**src/rtl/sdram_cmd_pkg.sv**
```systemverilog
package sdram_cmd_pkg;

    typedef enum logic [2:0] {
        CMD_NOP = 3'd0,
        CMD_ACT = 3'd1,
        CMD_RD  = 3'd2,
        CMD_WR  = 3'd3,
        CMD_PRE = 3'd4,
        CMD_LMR = 3'd5
    } cmd_e;

    typedef enum logic [1:0] {
        BK_IDLE = 2'd0,
        BK_ACT  = 2'd1,
        BK_PRE  = 2'd2
    } bank_st_e;

    typedef struct packed {
        logic act;
        logic rw;
        logic ap;
        logic pre;
    } bank_req_t;

    localparam int FLAG_BIT = 10;

    function automatic cmd_e decode_pins(input logic cs_n, input logic ras_n,
                                         input logic cas_n, input logic we_n);
        cmd_e c;
        case ({ras_n, cas_n, we_n})
            3'b011:  c = CMD_ACT;
            3'b101:  c = CMD_RD;
            3'b100:  c = CMD_WR;
            3'b010:  c = CMD_PRE;
            3'b000:  c = CMD_LMR;
            default: c = CMD_NOP;
        endcase
        return cs_n ? CMD_NOP : c;
    endfunction

endpackage

```
**src/rtl/sdram_bank_fsm.sv**
```systemverilog
module sdram_bank_fsm
    import sdram_cmd_pkg::*;
#(
    parameter int ROW_W     = 13,
    parameter int T_RAS     = 5,
    parameter int T_RP      = 3,
    parameter int BURST_CYC = 2
) (
    input  logic             clk,
    input  logic             rst,
    input  bank_req_t        req,
    input  logic [ROW_W-1:0] row_in,
    output bank_st_e         st_o,
    output logic [ROW_W-1:0] row_o,
    output logic             ras_done_o,
    output logic             ap_pend_o
);
    localparam int RAS_W = $clog2(T_RAS + 1);
    localparam int RP_W  = $clog2(T_RP + 1);
    localparam int BC_W  = $clog2(BURST_CYC + 1);

    bank_st_e         st;
    logic [ROW_W-1:0] row;
    logic [RAS_W-1:0] ras_cnt;
    logic [RP_W-1:0]  rp_cnt;
    logic [BC_W-1:0]  bc_cnt;
    logic             ap;

    always_ff @(posedge clk) begin
        if (rst) begin
            st      <= BK_IDLE;
            row     <= '0;
            ras_cnt <= '0;
            rp_cnt  <= '0;
            bc_cnt  <= '0;
            ap      <= 1'b0;
        end else begin
            if (ras_cnt != 0) ras_cnt <= ras_cnt - 1'b1;
            if (bc_cnt != 0)  bc_cnt  <= bc_cnt - 1'b1;
            unique case (st)
                BK_IDLE: if (req.act) begin
                    st      <= BK_ACT;
                    row     <= row_in;
                    ras_cnt <= RAS_W'(T_RAS - 1);
                    ap      <= 1'b0;
                end
                BK_ACT: begin
                    if (req.pre || (ap && bc_cnt == 0 && ras_cnt == 0)) begin
                        st     <= BK_PRE;
                        rp_cnt <= RP_W'(T_RP - 1);
                        ap     <= 1'b0;
                    end else if (req.rw) begin
                        bc_cnt <= BC_W'(BURST_CYC - 1);
                        ap     <= req.ap;
                    end
                end
                BK_PRE: begin
                    if (rp_cnt == 0) st <= BK_IDLE;
                    else             rp_cnt <= rp_cnt - 1'b1;
                end
                default: st <= BK_IDLE;
            endcase
        end
    end

    assign st_o       = st;
    assign row_o      = row;
    assign ras_done_o = (ras_cnt == 0);
    assign ap_pend_o  = ap;


    act_from_idle_chk: assert property (@(posedge clk) disable iff (rst)
        (st == BK_ACT && $past(st) != BK_ACT) |-> $past(st) == BK_IDLE);

    row_hold_chk: assert property (@(posedge clk) disable iff (rst)
        (st == BK_ACT && $past(st) == BK_ACT) |-> $stable(row));

    ap_ras_chk: assert property (@(posedge clk) disable iff (rst)
        ($past(st) == BK_ACT && st == BK_PRE && !$past(req.pre)) |-> $past(ras_done_o));

    ap_only_open_chk: assert property (@(posedge clk) disable iff (rst)
        ap |-> st == BK_ACT);

endmodule

```
**src/rtl/sdram_burst_track.sv**
```systemverilog
module sdram_burst_track #(
    parameter int BURST_CYC = 2,
    parameter int MASK_W    = 2
) (
    input  logic              clk,
    input  logic              rst,
    input  logic              rw_go,
    input  logic              wr_go,
    input  logic [MASK_W-1:0] dm,
    output logic              bus_free_o,
    output logic [MASK_W-1:0] wr_en_o
);
    localparam int BW = $clog2(BURST_CYC + 1);

    logic [BW-1:0]     bus_cnt;
    logic [BW-1:0]     wr_left;
    logic [MASK_W-1:0] wr_en;

    always_ff @(posedge clk) begin
        if (rst) begin
            bus_cnt <= '0;
            wr_left <= '0;
            wr_en   <= '0;
        end else begin
            if (rw_go)              bus_cnt <= BW'(BURST_CYC - 1);
            else if (bus_cnt != 0)  bus_cnt <= bus_cnt - 1'b1;
            wr_en <= (wr_left != 0) ? ~dm : '0;
            if (wr_go)              wr_left <= BW'(BURST_CYC);
            else if (wr_left != 0)  wr_left <= wr_left - 1'b1;
        end
    end

    assign bus_free_o = (bus_cnt == 0);
    assign wr_en_o    = wr_en;


    wr_window_chk: assert property (@(posedge clk) disable iff (rst)
        (wr_en != 0) |-> $past(wr_left) != 0);

    bus_overlap_chk: assert property (@(posedge clk) disable iff (rst)
        rw_go |-> bus_cnt == 0);

endmodule

```
**src/rtl/sdram_cmd_tracker.sv**
```systemverilog
module sdram_cmd_tracker
    import sdram_cmd_pkg::*;
#(
    parameter int NUM_BANKS = 4,
    parameter int ROW_W     = 13,
    parameter int MASK_W    = 2,
    parameter int BURST_LEN = 4,
    parameter int T_MRD     = 2,
    parameter int T_RP      = 3,
    parameter int T_RAS     = 5
) (
    input  logic                       clk,
    input  logic                       rst,
    input  logic                       cs_n,
    input  logic                       ras_n,
    input  logic                       cas_n,
    input  logic                       we_n,
    input  logic [$clog2(NUM_BANKS)-1:0] ba,
    input  logic [ROW_W-1:0]           addr,
    input  logic [MASK_W-1:0]          dm,
    output logic [2:0]                 cmd_o,
    output logic                       illegal_o,
    output logic [2*NUM_BANKS-1:0]     bank_state_o,
    output logic [ROW_W*NUM_BANKS-1:0] open_row_o,
    output logic [ROW_W-1:0]           mode_o,
    output logic [MASK_W-1:0]          wr_en_o
);
    localparam int BA_W      = $clog2(NUM_BANKS);
    localparam int BURST_CYC = BURST_LEN / 2;
    localparam int MRD_W     = $clog2(T_MRD + 1);

    cmd_e             pin_cmd;
    cmd_e             cmd_q;
    bank_st_e         st [NUM_BANKS];
    logic [ROW_W-1:0] rows [NUM_BANKS];
    bank_req_t        req [NUM_BANKS];
    logic [NUM_BANKS-1:0] ras_done, ap_pend;
    logic             bus_free, legal, redundant, go, all_idle, any_act, unripe;
    logic [MRD_W-1:0] mrd_cnt;
    logic [ROW_W-1:0] mode_q;
    logic             illegal_q;

    assign pin_cmd = decode_pins(cs_n, ras_n, cas_n, we_n);

    always_comb begin
        all_idle  = 1'b1;
        any_act   = 1'b0;
        unripe    = 1'b0;
        for (int b = 0; b < NUM_BANKS; b++) begin
            if (st[b] != BK_IDLE) all_idle = 1'b0;
            if (st[b] == BK_ACT) begin
                any_act = 1'b1;
                if (!ras_done[b]) unripe = 1'b1;
            end
        end
        redundant = 1'b0;
        unique case (pin_cmd)
            CMD_ACT: legal = (st[ba] == BK_IDLE);
            CMD_RD, CMD_WR:
                legal = (st[ba] == BK_ACT) && !ap_pend[ba] && bus_free;
            CMD_PRE: begin
                if (addr[FLAG_BIT]) begin
                    legal     = !unripe;
                    redundant = !any_act;
                end else begin
                    legal     = (st[ba] != BK_ACT) || ras_done[ba];
                    redundant = (st[ba] != BK_ACT);
                end
            end
            CMD_LMR: legal = all_idle;
            default: legal = 1'b1;
        endcase
        if (mrd_cnt != 0 && pin_cmd != CMD_NOP) legal = 1'b0;
        go = legal && !redundant && (pin_cmd != CMD_NOP);
        for (int b = 0; b < NUM_BANKS; b++) begin
            req[b].act = go && pin_cmd == CMD_ACT && ba == BA_W'(b);
            req[b].rw  = go && (pin_cmd == CMD_RD || pin_cmd == CMD_WR) && ba == BA_W'(b);
            req[b].ap  = addr[FLAG_BIT];
            req[b].pre = go && pin_cmd == CMD_PRE &&
                         (addr[FLAG_BIT] ? (st[b] == BK_ACT) : (ba == BA_W'(b)));
        end
    end

    always_ff @(posedge clk) begin
        if (rst) begin
            cmd_q     <= CMD_NOP;
            illegal_q <= 1'b0;
            mode_q    <= '0;
            mrd_cnt   <= '0;
        end else begin
            cmd_q     <= go ? pin_cmd : CMD_NOP;
            illegal_q <= !legal;
            if (go && pin_cmd == CMD_LMR) begin
                mode_q  <= addr;
                mrd_cnt <= MRD_W'(T_MRD - 1);
            end else if (mrd_cnt != 0) begin
                mrd_cnt <= mrd_cnt - 1'b1;
            end
        end
    end

    for (genvar b = 0; b < NUM_BANKS; b++) begin : g_bank
        sdram_bank_fsm #(
            .ROW_W(ROW_W), .T_RAS(T_RAS), .T_RP(T_RP), .BURST_CYC(BURST_CYC)
        ) u_bank (
            .clk(clk), .rst(rst), .req(req[b]), .row_in(addr),
            .st_o(st[b]), .row_o(rows[b]),
            .ras_done_o(ras_done[b]), .ap_pend_o(ap_pend[b])
        );
        assign bank_state_o[2*b +: 2]         = st[b];
        assign open_row_o[ROW_W*b +: ROW_W]   = rows[b];
    end

    sdram_burst_track #(.BURST_CYC(BURST_CYC), .MASK_W(MASK_W)) u_burst (
        .clk(clk), .rst(rst),
        .rw_go(go && (pin_cmd == CMD_RD || pin_cmd == CMD_WR)),
        .wr_go(go && pin_cmd == CMD_WR),
        .dm(dm), .bus_free_o(bus_free), .wr_en_o(wr_en_o)
    );

    assign cmd_o     = cmd_q;
    assign illegal_o = illegal_q;
    assign mode_o    = mode_q;


    lmr_idle_chk: assert property (@(posedge clk) disable iff (rst)
        (cmd_q == CMD_LMR) |-> $past(all_idle));

    mrd_gap_chk: assert property (@(posedge clk) disable iff (rst)
        (T_MRD > 1 && $past(cmd_q) == CMD_LMR) |-> cmd_q == CMD_NOP);

    illegal_nop_chk: assert property (@(posedge clk) disable iff (rst)
        illegal_q |-> cmd_q == CMD_NOP);

endmodule

```
**config.mk**
```make
export PLATFORM = sky130hd
export DESIGN_NAME = sdram_cmd_tracker
export DESIGN_NICKNAME = d
export VERILOG_FILES = /design/src/rtl/sdram_cmd_pkg.sv /design/src/rtl/sdram_bank_fsm.sv /design/src/rtl/sdram_burst_track.sv /design/src/rtl/sdram_cmd_tracker.sv
export SDC_FILE = /design/constraint.sdc
export NUM_CORES = 1
export LEC_CHECK = 0
export ABC_AREA = 1
export BUFFER_PORTS_ARGS = -buffer_cell sky130_fd_sc_hd__buf_4
export CAP_MARGIN = 25
export CORE_ASPECT_RATIO = 1.2
export CORE_MARGIN = 8
export CORE_UTILIZATION = 40
export DETAILED_ROUTE_END_ITERATION = 12
export GPL_ROUTABILITY_DRIVEN = 1
export HOLD_SLACK_MARGIN = 0.05
export PLACE_DENSITY = 0.65
export SLEW_MARGIN = 20
export SYNTH_ARGS = -nofsm -noshare
export SYNTH_HDL_FRONTEND = slang
export SYNTH_HIERARCHICAL = 1
export SYNTH_SLANG_ARGS = --single-unit
```
**constraint.sdc**
```tcl
create_clock -name clk -period 2.7 [get_ports clk]
set_input_delay 0.27 -clock clk [delete_from_list [all_inputs] [get_ports clk]]
set_output_delay 0.27 -clock clk [all_outputs]
set_load 0.1 [all_outputs]
```
==> metrics.md, run 1 <==
| Metric | Value |
|---|---|
| Outcome | finished, final reports clean |
| GPL Wtd Cong | approximately 0.8 |
| Synth cell types | 32 |
| Most frequent cells in the layout | nor2_1, dfxtp_1, buf_4 |
| Die area | roughly 18000 um2 |
| # DRC | 0 |
| Multi-input gate area | about 2700 um2 |
| Syn Inst Count | 749 |
| Iter 0 DRT Violations | approximately 210 |
| CTS Root Cell | clkbuf_16 |
| Post-synthesis simple-gate area fraction | roughly 34% |
| Crit-path cells | inv_1 -> ha_1 -> ha_2 -> inv_1 -> nand3_1 -> nand2_1 -> nor2_1 -> nor2_1 -> nor2_1 -> nand2_1 -> nand3_2 -> nand2_1 -> nor2_4 -> nand2_4 -> nor2_4 -> nand2_4 -> o21ai_0 -> nor2_1 |
| Worst VDD drop | a little over 0.4 mV |
| Compound-Gate Fraction of Synth Area | just over 8% |
| Switch Pwr | approximately 1.2 mW |
| Clock latency on the worst-skew pair | about 0.40 ns |
| Final setup viols | 0 |
| Final hold viol count | 0 |
| Clock skew | about 0.0063 ns |
| CTS H-tree lvls | 4 |
| Minimum clock period | about 2.4 ns |
| Cell mode on critical path | nor2_1 |
| Initial Utilization | ~41% |
| Dpl hpwl | roughly 11000 um |
| Multiplexer share of the synthesized area | 0% |
| Area taken by flip-flops and latches | 2350 um2 |
| Largest family of logic cells by synthesized area | simple AND/OR/NAND/NOR gates |
| Ratio of cells with drive above 1 in the final layout | between 30% and 40% |
| Hold Path Class | input port to register |
| Number of global-route vias before repair | between 4000 and 5000 |
| Sink of the worst hold path | mode_o[4]$_SDFFE_PP0P_ |
| Mapped Area | 5610 um2 |
| Crit start category | register |
| # fillers | between 1000 and 1500 |
| Final Net Count | between 800 and 900 |
| Worst Path Arrival | between 2 and 3 ns |
| CP bufs+invs | 2 |
| Worst r2r path cells | 18 |
| WP depth | 18 |
| Delay-heaviest family, CP | simple AND/OR/NAND/NOR gates |
| Worst slew pin tran | between 0.5 and 0.6 ns |
| Adder-Cell Fraction of Synth Area | 4.24% |
| Global-route wire length before repair | 23100 um |
| Seq pwr share | approximately 40% |
| Core footprint | between 10000 and 15000 um2 |
| Vias/cell | 4.67 |
| I/O Pins | about 100 |
| Seq/Total Area, Yosys | 41.8% |
| Synth Warn # | 6 |
| WL per Instance | ~14 um |
| Clock buffer depth | 2 |
| Antenna-violating nets left | 0 |
| Post-synthesis net count | 791 |
| Die width | roughly 120 um |
| Net Sw Frac | 24.7% |
| R2R Path End | g_bank[3].u_bank/row_o[4]$_SDFFE_PP0P_ |
| TritonCTS Buffers | 17 |
| Router iterations before antenna repair | 4 |
| Clock sink count | between 100 and 150 |
| Clock power share | 47.1% |
| Slowest-stage cell, CP | dfxtp_1 |
| PD cells | between 600 and 700 nW/um2 |
| FMAX | just over 0.4 GHz |
| CTS tree | yes |
| Commonest non-fill, non-tap cell in the layout | nor2_1 |
| CP peak stage delay | between 0.3 and 0.4 ns |
| Seq cells post-synth | around 120 |
| Max capacitance violation total | 0 |
| N_diodes | 0 |
| Final TNS setup | 0 ns |
| DRT Wirelength | about 14000 um |
| Port bufs | 101 |
| R2R Setup Slk | about 0.25 ns |
| Fraction of synthesized cell area in xor and xnor cells | less than 1% |
| RSZ-0062 raised after global routing | true |
| CTS clk-pin slew, worst paths | 0.05 ns |
| GRT Residual Overflow | 0 |
| GRT Overall Usage | between 10% and 20% |
| Final Slew Violations | 0 |
| Beginning of the worst hold path | addr[4] |
| CP required | ~3 ns |
| Fin crit share | about nine tenths |
| Syn_area_per_cell | 7.49 um2 |
| Crit path capture type | register |
| Routed vias | around 4800 |
| Initial antenna violation count | 0 |
| Crit Path Class | register to register |
| Largest net degree at the start of global routing | 29 |
| Die height | 146 um |
| Leak pwr | between 3 and 4 nW |
| Combinational share of power | 13.6% |
| Hold_ws | 0.154 ns |
| Hold path depth | 3 |
| # rows | 47 |
| CP Max Fanout | 8 |
| FF-to-FF Start | g_bank[1].u_bank/ras_cnt[0]$_SDFF_PP0_ |
| Pint | between 3 and 4 mW |
| Syn-to-layout area delta | 26.5% |
| Relative slew slack | around 62% |
==> per-stage QoR <==
stage / power (mW) / util (%) / cell area [um2] / std cells / setup WS [ns]
after floorplan: 2.31 / - / 5620 / 749 / 0.338
after detailed placement: 2.49 / 46.6 / 6410 / 1004 / 0.0656
after CTS: 4.69 / 50.9 / 7010 / 1035 / 0.0375
final: 4.66 / 51.6 / 7100 / 1036 / 0.254
after global routing: 4.88 / 51.6 / 7100 / 1036 / -0.0401
after global placement: 2.47 / 46.6 / 6410 / 1004 / 0.192
==> state kept, by name, summed over array words and instances (netlist names) <==
name / cells
g_bank.u_bank/row_o: 52
g_bank.u_bank/ap_pend_o: 4
g_bank.u_bank/rp_cnt: 8
illegal_o: 1
u_burst/bus_cnt: 2
u_burst/wr_left: 2
mrd_cnt: 2
g_bank.u_bank/ras_cnt: 12
g_bank.u_bank/bc_cnt: 8
mode_o: 13
u_burst/wr_en_o: 2
cmd_o: 3
g_bank.u_bank/st_o: 8
==> worst max path at each step <==
| stage | from | endpoint | slack [ns] |
|---|---|---|---|
| after global placement | g_bank[1].u_bank/ras_cnt[0]$_SDFF_PP0_ | g_bank[3].u_bank/row_o[6]$_SDFFE_PP0P_ | 0.19 |
| after floorplan | g_bank[2].u_bank/st_o[0]$_SDFFE_PP0P_ | g_bank[1].u_bank/row_o[3]$_SDFFE_PP0P_ | 0.34 |
| after CTS | g_bank[1].u_bank/ras_cnt[0]$_SDFF_PP0_ | g_bank[1].u_bank/row_o[9]$_SDFFE_PP0P_ | 0.04 |
| final | g_bank[1].u_bank/ras_cnt[0]$_SDFF_PP0_ | g_bank[3].u_bank/row_o[4]$_SDFFE_PP0P_ | 0.25 |
| after detailed placement | g_bank[1].u_bank/ras_cnt[0]$_SDFF_PP0_ | g_bank[1].u_bank/row_o[9]$_SDFFE_PP0P_ | 0.07 |
| after global routing | g_bank[1].u_bank/ras_cnt[0]$_SDFF_PP0_ | g_bank[1].u_bank/ap_pend_o$_SDFFE_PP0P_ | -0.04 |
==> what timing repair did <==
| item | CTS | global route |
|---|---|---|
| endpoints found under the hold margin | 2 | 0 |
| setup buffers | 0 | 0 |
| hold buffers | 2 | 0 |
| resized for setup | 0 | 28 |
| endpoints found under the setup margin | 0 | 82 |
==> synthesized netlist by cell type (all sizes together) <==
cell,instances,area share (%)
or2,1,0.11
dfxtp,117,42
inv,100,7.1
and3,1,0.11
nand4,10,1.4
nand3,31,3.0
o22ai,4,0.45
clkbuf,5,0.42
xor2,5,0.78
nand2,131,11
buf,17,3.4
nor3,10,1.7
a21oi,24,2.4
nand3b,1,0.13
nor2,213,17
o21ai,60,5.4
ha,19,4.2
==> cell type report <==
| class | count | area share, % |
|---|---|---|
| flip-flops and latches | 117 | 33.2 |
| clock inverters | 4 | 0.987 |
| inverters | 100 | 5.85 |
| repair buffers | 108 | 11.5 |
| clock buffers | 25 | 7.12 |
| multi-input cells | 511 | 38.4 |
| well taps | 171 | 3.02 |
==> layer usage <==
metal	part of all wire (%)	GRT usage, %
met1	45	18.8
met2	48	26.5
met3	4.8	4.70
met4	1.6	6.50
met5	0	0
==> worst register-to-register path: cells and delay by family (launching register included) <==
family          cells  cell delay [ns]
flops               1             0.31
simple gates       13             1.29
buf+inv             2             0.11
compound gates      1             0.20
fa+ha+maj           2             0.42
==> cells by family (layout without fill, tap and decap cells) <==
| family | count (synthesis) | after routing |
|---|---|---|
| buffers and inverters | 122 | 237 |
| flip-flops | 117 | 117 |
| adder cells (fa/ha/maj) | 19 | 19 |
| AND/OR/NAND/NOR | 398 | 399 |
| AO/OA/AOI/OAI | 88 | 88 |
| XOR/XNOR | 5 | 5 |
==> power by group through the flow <==
| stage | registers [mW] | logic [mW] | clock network (mW) |
|---|---|---|---|
| after global placement | 1.86 | 0.611 | 0 |
| after CTS | 1.83 | 0.637 | 2.23 |
| after floorplan | 1.88 | 0.431 | 0 |
| after detailed placement | 1.86 | 0.630 | 0 |
| final | 1.83 | 0.635 | 2.19 |
| after global routing | 1.83 | 0.741 | 2.31 |
No activity file was read; power rests on OpenSTA's default activity.
==> inputs of run 2 (changes only) <==
ABC_CLOCK_PERIOD_IN_PS = 2700   (was default)
SETUP_SLACK_MARGIN = 0.4   (was default)
==> run 2 against run 1 <==
  * Via count increased by 5.6%
  * Critical endpoint is now g_bank[3].u_bank/rp_cnt[0]$_SDFFE_PP0P_
  * First-iteration DRC count up 23%
  * Sequential share of layout area down 2.3 points
  * Total power rose by 7.3%
  * Worst hold slack better by 0.021 ns
  * Global-route usage rose by 0.65 points
  * Final area grew 8.8%
  * Flip-flop and latch count unchanged
  * Routed wire length rose by 7.9%
  * Clock power increased by 3%
  * Final cell count increased by 2.4%
  * Highest routed layer unchanged
==> metrics.md, run 2 (synthesis results as in run 1) <==
| Metric | Value |
|---|---|
| Router iterations before antenna repair | 4 (unchanged) |
| Fin crit share | 90.4% (was 90.6%) |
| Core footprint | 13800 um2 (unchanged) |
| Final hold viol count | 0 (unchanged) |
| Port bufs | 101 (unchanged) |
| RSZ-0062 raised after global routing | true (unchanged) |
| GPL Wtd Cong | 0.843 (was 0.801) |
| Final setup viols | 0 (unchanged) |
| Delay-heaviest family, CP | simple AND/OR/NAND/NOR gates (unchanged) |
| Dpl hpwl | 10400 um (was 10500 um) |
| Initial Utilization | 40.8% (unchanged) |
| Initial antenna violation count | 0 (unchanged) |
| CTS clk-pin slew, worst paths | 0.06 ns (was 0.05 ns) |
| Final TNS setup | 0 ns (unchanged) |
| Syn-to-layout area delta | 37.6% (was 26.5%) |
| CP required | 3.00 ns (about the same) |
| Worst VDD drop | 0.339 mV (was 0.412 mV) |
| Die area | 18100 um2 (unchanged) |
| CTS H-tree lvls | 4 (unchanged) |
| WL per Instance | 14.7 um (was 13.9 um) |
| Crit path to | g_bank[3].u_bank/rp_cnt[0]$_SDFFE_PP0P_ (was g_bank[3].u_bank/row_o[4]$_SDFFE_PP0P_) |
| PD cells | 647 nW/um2 (was 656 nW/um2) |
| CTS Root Cell | clkbuf_16 (unchanged) |
| FF-to-FF Start | g_bank[2].u_bank/ras_cnt[0]$_SDFF_PP0_ (was g_bank[1].u_bank/ras_cnt[0]$_SDFF_PP0_) |
| GRT Overall Usage | 16.7% (was 16.1%) |
| WP depth | 20 (was 18) |
| Die height | 146 um (unchanged) |
| CP peak stage delay | 0.32 ns (was 0.31 ns) |
| Ratio of cells with drive above 1 in the final layout | 39.6% (was 30.2%) |
| Hold_ws | 0.176 ns (was 0.154 ns) |
| CP bufs+invs | 2 (unchanged) |
| Crit path from | g_bank[2].u_bank/ras_cnt[0]$_SDFF_PP0_ (was g_bank[1].u_bank/ras_cnt[0]$_SDFF_PP0_) |
| R2R Setup Slk | 0.26 ns (was 0.25 ns) |
| Die width | 124 um (unchanged) |
| Number of global-route vias before repair | 4870 (was 4711) |
| Relative slew slack | 63.4% (was 62.3%) |
| Worst r2r path cells | 20 (was 18) |
| Multi-input gate area | 3090 um2 (was 2720 um2) |
| Commonest non-fill, non-tap cell in the layout | nor2_1 (unchanged) |
| Crit start category | register (unchanged) |
| Clock latency on the worst-skew pair | 0.41 ns (was 0.40 ns) |
| N_diodes | 0 (unchanged) |
| Hold Path Class | input port to register (unchanged) |
| Worst Path Arrival | 2.75 ns (was 2.74 ns) |
| Minimum clock period | 2.44 ns (was 2.45 ns) |
| # fillers | 1291 (was 1358) |
| Crit-path cells | inv_2 -> ha_4 -> ha_4 -> nand3b_1 -> nand2_2 -> nor2_1 -> nor2_1 -> nor2_1 -> nand2_1 -> nand3_2 -> nand2_4 -> nor2_4 -> buf_4 -> nand2_8 -> nor2_2 -> nor2_4 -> nand2_2 -> nand2_4 -> a21oi_1 -> nor2_1 (was inv_1 -> ha_1 -> ha_2 -> inv_1 -> nand3_1 -> nand2_1 -> nor2_1 -> nor2_1 -> nor2_1 -> nand2_1 -> nand3_2 -> nand2_1 -> nor2_4 -> nand2_4 -> nor2_4 -> nand2_4 -> o21ai_0 -> nor2_1) |
| FMAX | 0.410 GHz (was 0.409 GHz) |
| Leak pwr | 3.50 nW (was 3.28 nW) |
| Cell mode on critical path | nor2_1 (unchanged) |
| I/O Pins | 102 (unchanged) |
| Antenna-violating nets left | 0 (unchanged) |
| Area taken by flip-flops and latches | 2380 um2 (was 2350 um2) |
| CTS tree | yes (unchanged) |
| Max FFs per register | 52 (unchanged) |
| Clock skew | 0.00778 ns (was 0.00633 ns) |
| # DRC | 0 (unchanged) |
| Routed vias | 5109 (was 4838) |
| Vias/cell | 4.82 (was 4.67) |
| Most frequent cells in the layout | nor2_1, buf_4, dfxtp_1 (was nor2_1, dfxtp_1, buf_4) |
| GRT Residual Overflow | 0 (unchanged) |
| Final Net Count | 919 (was 897) |
| Layout Utilization | 56.1% (was 51.6%) |
| Clock buffer depth | 2 (unchanged) |
| TritonCTS Buffers | 17 (unchanged) |
| Slowest-stage cell, CP | dfxtp_2 (was dfxtp_1) |
| Max capacitance violation total | 0 (unchanged) |
| Global-route wire length before repair | 24000 um (was 23100 um) |
| DRT Wirelength | 15600 um (was 14400 um) |
| R2R Path End | g_bank[3].u_bank/rp_cnt[0]$_SDFFE_PP0P_ (was g_bank[3].u_bank/row_o[4]$_SDFFE_PP0P_) |
| CP Max Fanout | 4 (was 8) |
| Outcome | finished, final reports clean (unchanged) |
| Worst slew pin tran | 0.548 ns (was 0.565 ns) |
| Final Slew Violations | 0 (unchanged) |
| Largest net degree at the start of global routing | 29 (unchanged) |
| Crit Path Class | register to register (unchanged) |
| Clock sink count | 117 (unchanged) |
| Crit path capture type | register (unchanged) |
| Iter 0 DRT Violations | 255 (was 207) |
| # rows | 47 (unchanged) |
run 2: changes by cell type in the layout (fill, tap and decap cells not counted), moves of 6 or more:
cell     before  now
buf_4       106  122
dfxtp_1     109  101
dfxtp_4       0    8
ha_1         18   11
ha_4          0    8
inv_1        83   74
inv_2        12   21
nand2_8       0    6
o21ai_0      37   11
o21ai_2       0   21
run 2: how the worst min path moves through the flow:
stage / startpoint / to / slack [ns] / cells after the start
after CTS: addr[3] / g_bank[3].u_bank/row_o[3]$_SDFFE_PP0P_ / 0.16 / 3
after floorplan: rst / mrd_cnt[0]$_SDFFE_PP0P_ / 0.34 / 1
after global placement: dm[1] / u_burst/wr_en_o[1]$_SDFF_PP0_ / 0.43 / 2
after detailed placement: dm[0] / u_burst/wr_en_o[0]$_SDFF_PP0_ / 0.43 / 2
after global routing: addr[3] / g_bank[3].u_bank/row_o[3]$_SDFFE_PP0P_ / 0.16 / 3
final: addr[6] / mode_o[6]$_SDFFE_PP0P_ / 0.18 / 3
run 2: per-layer routing:
| metal | global-route usage, % | wire length [um] | vias to the layer above |
|---|---|---|---|
| met5 | 0 | 0 | - |
| met4 | 4.89 | 260 | 0 |
| met3 | 4.97 | 929 | 24 |
| met2 | 27.5 | 7610 | 135 |
| met1 | 20.3 | 6750 | 2349 |
| li1 | - | - | 2601 |
run 2: final cells by class:
class                           instances  share of cell area, %
Tap cell                              171                   2.77
Timing Repair Buffer                  125                   12.4
Timing Repair inverter                  4                  0.713
Multi-Input combinational cell        512                   40.0
Clock inverter                         12                   1.57
Clock buffer                           20                   6.19
Inverter                              100                   5.51
Sequential cell                       117                   30.9
run 2: report_power, final:
group          switching (mW)  leakage [nW]  internal [mW]
logic                   0.489          2.24          0.416
clock network           0.800         0.306           1.46
registers              0.0393         0.954           1.79
run 2: through the flow:
step                total power [mW]  instance area [um2]  setup slack [ns]  instances
finish                          5.00                 7720             0.260       1061
global route                    5.20                 7720             0.173       1061
CTS                             4.90                 7330             0.377       1047
detailed placement              2.47                 6440            0.0467       1005
floorplan                       2.30                 5640             0.404        749
global placement                2.46                 6440             0.130       1005
run 2: repair_timing:
action                                  CTS  global route
pin swaps                                13            44
hold buffers                              2             0
cloned                                    2             4
hold endpoints to repair                  2             0
buffers inserted                          6            10
endpoints found under the setup margin   92            92
resized for setup                        64            85
run 2: worst min-delay path, cell delays in order:
cell    delay (ns)
buf_4         0.14
nor2_1        0.05
nor2_1        0.09
==> inputs of run 3 (changes only) <==
PLACE_DENSITY = default   (was 0.65)
PLACE_DENSITY_LB_ADDON = 0.05   (was default)
==> run 3 against run 2 <==
  * Sequential share of layout area increased by 0.12 points
  * Routed wire length increased by 2.2%
  * Worst setup slack improved by 0.065 ns
  * Sequential power about the same
  * Fmax increased by 2.7%
  * Clock-buffer cell count increased by 7
  * Clock skew about the same
  * Non-clock buffer count decreased by 4
  * Clock power about the same
  * Final area decreased by 0.49%
  * Combinational power decreased by 7.0%
  * Via count decreased by 0.41%
==> metrics.md, run 3 (synthesis results as in run 1) <==
| Metric | Value |
|---|---|
| Worst slew pin tran | 0.584 ns (was 0.548 ns) |
| Global-route wire length before repair | 25200 um (was 24000 um) |
| GRT Overall Usage | 17.8% (was 16.7%) |
| Hold Path Class | input port to register (unchanged) |
| CTS clk-pin slew, worst paths | 0.06 ns (about the same) |
| CTS Root Cell | clkbuf_16 (unchanged) |
| Final TNS setup | 0 ns (unchanged) |
| Initial antenna violation count | 0 (unchanged) |
| WL per Instance | 15.1 um (was 14.7 um) |
| Die width | 124 um (unchanged) |
| Final Slew Violations | 0 (unchanged) |
| Routed vias | 5088 (was 5109) |
| CTS H-tree lvls | 4 (unchanged) |
| Beginning of the worst hold path | addr[4] (was addr[6]) |
| TritonCTS Buffers | 17 (unchanged) |
| FF-to-FF Start | g_bank[2].u_bank/ras_cnt[0]$_SDFF_PP0_ (unchanged) |
| Worst Path Arrival | 2.68 ns (was 2.75 ns) |
| Crit path from | g_bank[2].u_bank/ras_cnt[0]$_SDFF_PP0_ (unchanged) |
| Antenna-violating nets left | 0 (unchanged) |
| # rows | 47 (unchanged) |
| Most frequent cells in the layout | nor2_1, buf_4, dfxtp_1 (unchanged) |
| FMAX | 0.421 GHz (was 0.410 GHz) |
| Final hold viol count | 0 (unchanged) |
| Worst VDD drop | 0.280 mV (was 0.339 mV) |
| RSZ-0062 raised after global routing | true (unchanged) |
| Relative slew slack | 61.1% (was 63.4%) |
| Final setup viols | 0 (unchanged) |
| # fillers | 1327 (was 1291) |
| Cell Count, Final, Fillers Out | 1055 (was 1061) |
| GRT Residual Overflow | 0 (unchanged) |
| Leak pwr | 3.50 nW (about the same) |
| Ratio of cells with drive above 1 in the final layout | 37.8% (was 39.6%) |
| Syn-to-layout area delta | 36.9% (was 37.6%) |
| Die area | 18100 um2 (unchanged) |
| Dpl hpwl | 11100 um (was 10400 um) |
| Largest net degree at the start of global routing | 29 (unchanged) |
| CP Max Fanout | 4 (unchanged) |
| Hold_ws | 0.145 ns (was 0.176 ns) |
| Die height | 146 um (unchanged) |
| Max capacitance violation total | 0 (unchanged) |
| Clock latency on the worst-skew pair | 0.42 ns (was 0.41 ns) |
| Final Net Count | 914 (was 919) |
| I/O Pins | 102 (unchanged) |
| Layout Utilization | 55.8% (was 56.1%) |
| Clock skew | 0.00812 ns (was 0.00778 ns) |
| Placed Cells | 1003 (was 1005) |
| DRT Wirelength | 15900 um (was 15600 um) |
| GPL Wtd Cong | 0.854 (was 0.843) |
| Crit start category | register (unchanged) |
| Commonest non-fill, non-tap cell in the layout | nor2_1 (unchanged) |
| Port bufs | 101 (unchanged) |
| Fin crit share | 88.0% (was 90.4%) |
| Multi-input gate area | 3060 um2 (was 3090 um2) |
| Number of global-route vias before repair | 4972 (was 4870) |
| Initial Utilization | 40.8% (unchanged) |
| Clock sink count | 117 (unchanged) |
| N_diodes | 0 (unchanged) |
| Router iterations before antenna repair | 5 (was 4) |
| CTS tree | yes (unchanged) |
| Outcome | finished, final reports clean (unchanged) |
| Crit path capture type | register (unchanged) |
| Core footprint | 13800 um2 (unchanged) |
| Total power | 4.92 mW (was 5.00 mW) |
| CP required | 3.00 ns (about the same) |
| Crit Path Class | register to register (unchanged) |
| Clock buffer depth | 2 (unchanged) |
| # DRC | 0 (unchanged) |
| Vias/cell | 4.82 (about the same) |
| Area taken by flip-flops and latches | 2380 um2 (about the same) |
| Minimum clock period | 2.38 ns (was 2.44 ns) |
| Iter 0 DRT Violations | 283 (was 255) |
| Max FFs per register | 52 (unchanged) |
| PD cells | 641 nW/um2 (was 647 nW/um2) |
## run 3: area by class of cell
cell class	count	area share, %
clock inverter	4	0.358
timing repair buffer	121	12.2
timing repair inverter	4	0.652
tap	171	2.79
sequential	117	31.0
clock buffer	27	7.53
inverter	100	5.64
multi-input combinational	511	39.9
## run 3: path summary, 6_finish.rpt
check,depth (start not counted),to,slack [ns]
worst max-delay path,21,g_bank[3].u_bank/rp_cnt[0]$_SDFFE_PP0P_,0.32
worst min-delay path,3,mode_o[4]$_SDFFE_PP0P_,0.14
worst max register to register,21,g_bank[3].u_bank/rp_cnt[0]$_SDFFE_PP0P_,0.32
worst min register to register,2,g_bank[0].u_bank/rp_cnt[1]$_SDFFE_PP0P_,0.46
## run 3: repair_timing
item                                   in CTS  in global routing
setup endpoints to repair                  92                 96
hold buffers                                2                  0
gates resized for setup                    71                 75
pin swaps                                  30                 26
endpoints found under the hold margin       2                  0
gates cloned                                2                  3
buffers inserted                           11                  3
## run 3: worst max-delay path, stage by stage (launching register included)
cell and delay [ns]:
dfxtp_2 0.34, inv_2 0.05, ha_4 0.16, ha_4 0.16
buf_4 0.13, nand2_1 0.05, nand3_1 0.06, nor2_1 0.14
nand2_1 0.07, nand2_1 0.07, nand3_2 0.10, nand2_4 0.10
nor2_4 0.05, buf_4 0.14, nand2_4 0.13, nor2_4 0.05
nor2_4 0.13, nand2_2 0.09, nand2_4 0.09, nand2_2 0.04
nand2_1 0.06, nor2_1 0.06
## run 3: power by group
part | internal, mW | total [mW] | switching (mW)
logic | 0.379 | 0.842 | 0.464
registers | 1.79 | 1.83 | 0.0388
clock network | 1.46 | 2.25 | 0.785
## run 3: per-layer routing
layer | wire length (um) | global-route usage [%]
met1 | 6810 | 21.2
met4 | 174 | 6.50
met2 | 7850 | 28.9
met3 | 1060 | 5.75
met5 | 0 | 0
## run 3: through the flow
| step | instance area (um2) | setup WS [ns] |
|---|---|---|
| after floorplan | 5640 | 0.404 |
| after global placement | 6430 | 0.141 |
| after detailed placement | 6430 | 0.0544 |
| after CTS | 7400 | 0.343 |
| after global routing | 7680 | 0.161 |
| final | 7680 | 0.325 |
